--- src/rtl/can_mode_pkg.sv ---
package can_mode_pkg;

  localparam int MODE_W = 2;

  typedef enum logic [MODE_W-1:0] {
    MODE_NORMAL = 2'b00,
    MODE_LISTEN = 2'b01,
    MODE_LOOP   = 2'b10,
    MODE_RSVD   = 2'b11
  } opMode_t;

  // strobes from control to datapath
  typedef struct packed {
    logic loopRx;        // receive input fed from engine transmit
    logic holdRecessive; // transmit pin forced high
    logic ackForce;      // ACK slot presented as dominant
    logic blockTx;       // transmit request withheld from engine
  } pathCtl_t;

endpackage

--- src/rtl/can_mode_ctl.sv ---
module can_mode_ctl
  import can_mode_pkg::*;
#(
  parameter int CFG_W = 8
) (
  input  logic             clk,
  input  logic             rstN,
  input  logic             engInReset,
  input  logic             cfgWrEn,
  input  logic [CFG_W-1:0] cfgWrData,
  input  logic             errClr,
  input  logic             txReqIn,
  output opMode_t          modeQ,
  output pathCtl_t         pathCtl,
  output logic             modeErr,
  output logic             illegalReq
);

  logic                wrGate;
  logic [MODE_W-1:0]   wrMode;
  logic                wrReserved;
  logic                txReqD;
  logic                isListen;

  assign wrMode     = cfgWrData[MODE_W-1:0];
  assign wrGate     = cfgWrEn && engInReset;
  assign wrReserved = wrGate && (wrMode == MODE_RSVD);
  assign isListen   = (modeQ == MODE_LISTEN);

  always_ff @(posedge clk or negedge rstN) begin
    if (!rstN) begin
      modeQ <= MODE_NORMAL;
    end else if (wrGate && !wrReserved) begin
      modeQ <= opMode_t'(wrMode);
    end
  end

  always_ff @(posedge clk or negedge rstN) begin
    if (!rstN) begin
      modeErr <= 1'b0;
    end else if (wrReserved) begin
      modeErr <= 1'b1;
    end else if (errClr) begin
      modeErr <= 1'b0;
    end
  end

  always_ff @(posedge clk or negedge rstN) begin
    if (!rstN) begin
      txReqD     <= 1'b0;
      illegalReq <= 1'b0;
    end else begin
      txReqD     <= txReqIn;
      illegalReq <= isListen && txReqIn && !txReqD;
    end
  end

  always_comb begin
    pathCtl = '0;
    unique case (modeQ)
      MODE_LISTEN: begin
        pathCtl.holdRecessive = 1'b1;
        pathCtl.ackForce      = 1'b1;
        pathCtl.blockTx       = 1'b1;
      end
      MODE_LOOP: begin
        pathCtl.holdRecessive = 1'b1;
        pathCtl.loopRx        = 1'b1;
      end
      default: pathCtl = '0;
    endcase
  end

endmodule

--- src/rtl/can_mode_path.sv ---
module can_mode_path
  import can_mode_pkg::*;
(
  input  pathCtl_t pathCtl,
  input  logic     engTx,
  input  logic     canRxPin,
  input  logic     ackSlot,
  input  logic     txReqIn,
  output logic     canTxPin,
  output logic     engRx,
  output logic     txReqOut
);

  always_comb begin
    canTxPin = pathCtl.holdRecessive ? 1'b1 : engTx;
    if (pathCtl.loopRx) begin
      engRx = engTx;
    end else if (pathCtl.ackForce && ackSlot) begin
      engRx = 1'b0;
    end else begin
      engRx = canRxPin;
    end
    txReqOut = txReqIn && !pathCtl.blockTx;
  end

endmodule

--- src/rtl/can_mode_ctrl.sv ---
module can_mode_ctrl
  import can_mode_pkg::*;
#(
  parameter int CFG_W = 8
) (
  input  logic             clk,
  input  logic             rstN,
  input  logic             engInReset,
  input  logic             cfgWrEn,
  input  logic [CFG_W-1:0] cfgWrData,
  output logic [CFG_W-1:0] cfgRdData,
  input  logic             errClr,
  output logic             modeErr,
  output logic [1:0]       modeOut,
  input  logic             txReqIn,
  output logic             txReqOut,
  output logic             illegalReq,
  input  logic             engTx,
  output logic             engRx,
  input  logic             ackSlot,
  output logic             canTxPin,
  input  logic             canRxPin
);

  localparam int PAD_W = CFG_W - MODE_W;

  opMode_t  modeQ;
  pathCtl_t pathCtl;

  can_mode_ctl #(.CFG_W(CFG_W)) u_ctl (
    .clk        (clk),
    .rstN       (rstN),
    .engInReset (engInReset),
    .cfgWrEn    (cfgWrEn),
    .cfgWrData  (cfgWrData),
    .errClr     (errClr),
    .txReqIn    (txReqIn),
    .modeQ      (modeQ),
    .pathCtl    (pathCtl),
    .modeErr    (modeErr),
    .illegalReq (illegalReq)
  );

  can_mode_path u_path (
    .pathCtl  (pathCtl),
    .engTx    (engTx),
    .canRxPin (canRxPin),
    .ackSlot  (ackSlot),
    .txReqIn  (txReqIn),
    .canTxPin (canTxPin),
    .engRx    (engRx),
    .txReqOut (txReqOut)
  );

  assign modeOut   = modeQ;
  assign cfgRdData = {{PAD_W{1'b0}}, modeQ};

endmodule

--- config.mk ---
export PLATFORM = sky130hd
export DESIGN_NAME = can_mode_ctrl
export DESIGN_NICKNAME = d
export VERILOG_FILES = /design/src/rtl/can_mode_pkg.sv /design/src/rtl/can_mode_ctl.sv /design/src/rtl/can_mode_path.sv /design/src/rtl/can_mode_ctrl.sv
export SDC_FILE = /design/constraint.sdc
export NUM_CORES = 1
export LEC_CHECK = 0
export ABC_AREA = 1
export CAP_MARGIN = 5
export CORE_AREA = 8 8 45 47
export CTS_BUF_LIST = sky130_fd_sc_hd__clkbuf_4
export CTS_CLUSTER_SIZE = 25
export DETAILED_ROUTE_END_ITERATION = 10
export DIE_AREA = 0 0 53 55
export GPL_TIMING_DRIVEN = 0
export PLACE_DENSITY_LB_ADDON = 0.25
export SLEW_MARGIN = 5
export SYNTH_ARGS = -nofsm -noshare
export SYNTH_HDL_FRONTEND = slang
export SYNTH_HIERARCHICAL = 1
export SYNTH_SLANG_ARGS = --single-unit
--- constraint.sdc ---
create_clock -name clk -period 1.82 [get_ports clk]
set_input_delay 0.546 -clock clk [delete_from_list [all_inputs] [get_ports clk]]
set_output_delay 0.546 -clock clk [all_outputs]
set_load 0.05 [all_outputs]
==> impl_metrics.json <==
{
  "worstSetupEndpointType": "primary output",
  "cellInternalPower_mw": 0.348,
  "layoutNonFillerInstCount": 91,
  "irDropWorstVdd_mv": 0.300,
  "clk_pin_slew_worst_paths_ns": 0.04,
  "numPortBuffers": 19,
  "finalHoldViolations": 0,
  "route.detailed.vias_per_inst": 3.57,
  "synth_adder_area_share_pct": 7.43,
  "grt_overflow": 0,
  "yosys.cell_count.top_type": "buf_4",
  "ys_warn_count": 6,
  "clock_sink_count": 5,
  "mappedNetlistArea_um2": 337,
  "min-delay-path-class": "reg2reg",
  "avgRoutedWirePerCell_um": 9.46,
  "floorplan.initialDensity_pct": 24.3,
  "drt_pre_antenna_iters": 4,
  "synth_compound_area_share_pct": 1.86,
  "critical_path.max_fanout": 2,
  "timing.final.crit_period_ns": 1.91,
  "area_growth_syn_to_layout_pct": 95.5,
  "synth.lib_cells_used.distinct": 12,
  "setup_slack_after_placement_ns": -0.742,
  "synth-edff-count": 0,
  "antenna_cells_inserted": 0,
  "synth.area.mux_share_pct": 0,
  "tritoncts.num_buffers": 3,
  "worst-endpoint-required_ns": 1.27,
  "total_leakage_power_nw": 0.357,
  "switching_power_mw": 0.238,
  "dpl.hpwl_um": 705,
  "holdBufCountCts": 0,
  "detail_route.drc_violations": 0,
  "fp.coreArea_um2": 1380,
  "largest_family_of_logic_cells_by_synthesized_area": "buffers and inverters",
  "synth-async-reset-ratio_pct": 100,
  "clock_latency_ns": 0.23,
  "min_period_over_period_pct": 105,
  "die_area_um2": 2920,
  "yosys.area_share.simple_pct": 22.3,
  "synth_xor_xnor_area_share_pct": 0,
  "worst-endpoint-arrival_ns": 1.36,
  "max-clock-path-buffers": 2,
  "synth.top_cells.by_count": "10 x buf_4, 9 x nand2_1, 6 x inv_1, 5 x dfrtp_1, 3 x nand3_1",
  "criticalPathCategory": "in2out",
  "post_synth_inst_count": 43,
  "pin_count_of_the_biggest_net_entering_global_routing": 6,
  "antenna_found_initial": 0,
  "htree_levels": 1,
  "start_kind": "input port",
  "final-max-slew-violation-count": 0,
  "finalSetupViolCount": 2,
  "grt_pass1_vias": 318,
  "fin_hold_ws_ns": 0.403,
  "grt_util_all_layers_pct": 6.09,
  "antenna_left": 0,
  "synth_top_area_share_pct": 37.2,
  "rows": 14,
  "sequentialPowerShare_pct": 22.5,
  "postRouteWirelength_um": 861,
  "fp.dieH_um": 55,
  "clk_root_buffer_cell": "clkbuf_4",
  "unrepaired_setup_endpoints_after_global_routing": "true",
  "detail_route.iter0.violations": 1,
  "commonest_register_cell_after_synthesis": "dfrtp_1",
  "largest_area_contributor_in_the_netlist": "dfrtp_1",
  "placed_cells_incl_taps": 83,
  "yosys_register_bits": 5,
  "yosysSeqAreaShare_pct": 37.2,
  "comb_power_share_pct": 53.4,
  "place.gp.congestion": 0.658,
  "power_dens_cells_nw_per_um2": 890,
  "syn_area_per_cell_um2": 7.83,
  "finalNetCount": 95,
  "dieWidth_um": 53,
  "io-pin-count": 32,
  "max_clock_freq_mhz": 524,
  "synth_area_leaders": "dfrtp_1 37%, buf_4 22%, nand2_1 10%",
  "grt_pass1_wl_um": 1260,
  "fin_skew_ns": 0.000919,
  "setup_ws_ns": -0.0868,
  "violations": "negative setup slack",
  "cts_tree": "done",
  "vias": 325,
  "status": "complete, but fails checks",
  "layout-drive-gt1-share_pct": 48.0,
  "netSwitchingFraction_pct": 40.6,
  "max_cap_viol_count": 0,
  "clockPowerShare_pct": 24.0
}
power by group through the flow:
stage	Combinational [mW]	Clock, mW	Sequential, mW
after floorplan	0.165	0	0.166
after global placement	0.279	0	0.136
after detailed placement	0.282	0	0.137
after CTS	0.292	0.146	0.134
after global routing	0.335	0.152	0.133
final	0.313	0.141	0.132
worst paths after layout:
check | from | endpoint | slack (ns) | cells past startpoint
max | engTx | canTxPin | -0.09 | 3
min | u_ctl/txReqD | u_ctl/illegalReq | 0.40 | 1
max reg2reg | u_ctl/modeQ[1] | u_ctl/illegalReq | 0.94 | 4
min in group asynchronous | rstN | u_ctl/illegalReq | 0.53 | 1
max in group asynchronous | rstN | u_ctl/modeQ[0] | 1.08 | 1
min reg2reg | u_ctl/txReqD | u_ctl/illegalReq | 0.40 | 1
routing by layer:
layer,share of wire [%],global-route usage [%]
met1,34,5.21
met2,54,10.2
met3,11,3.48
met4,0.81,5.17
met5,0,0
cells in the final DEF (no fill, tap or decap), drive strengths merged:
master,synthesis,routed
buf,10,18
clkbuf,0,6
clkdlybuf4s15,0,1
clkdlybuf4s50,0,9
conb,1,6
dfrtp,5,5
dlygate4sd2,0,3
ha,2,2
inv,7,7
nand2,11,11
nand3,3,3
nor2,2,2
o22ai,1,1
or2,1,1
cell type report:
class,count,area [µm²]
Fill cell,147,726
Timing Repair Buffer,23,215
Multi-Input combinational cell,26,164
Sequential cell,5,128
Buffer,10,75.1
Clock buffer,4,30.0
Inverter,7,26.3
Tap cell,16,20.0
timing repair:
item,4_1_cts,5_1_grt
setup buffers,2,2
resized for setup,33,9
endpoints found under the setup margin,9,4
kinds of logic after synthesis:
group / Yosys count
flip-flops: 5
other: 1
AND/OR/NAND/NOR: 17
buffers and inverters: 17
adder cells (fa/ha/maj): 2
AO/OA/AOI/OAI: 1
critical path, stage by stage:
cell	delay [ns]
clkdlybuf4s50_1	0.42
or2_4	0.24
buf_8	0.15
flip-flops by register name (all words and copies together), names as in the netlist:
name	count
u_ctl/illegalReq	1
u_ctl/modeErr	1
u_ctl/modeQ	2
u_ctl/txReqD	1
stage by stage:
step / instance area [µm²] / util [%] / TNS [ns] / power, mW
global route: 658 / 47.6 / -0.244 / 0.620
floorplan: 370 / - / 0 / 0.331
CTS: 631 / 45.6 / -0.166 / 0.572
global placement: 581 / 42.0 / -2.07 / 0.414
detailed placement: 581 / 42.0 / -2.12 / 0.418
finish: 658 / 47.6 / -0.132 / 0.586
Note: power is estimated with default switching activity, not from simulation.
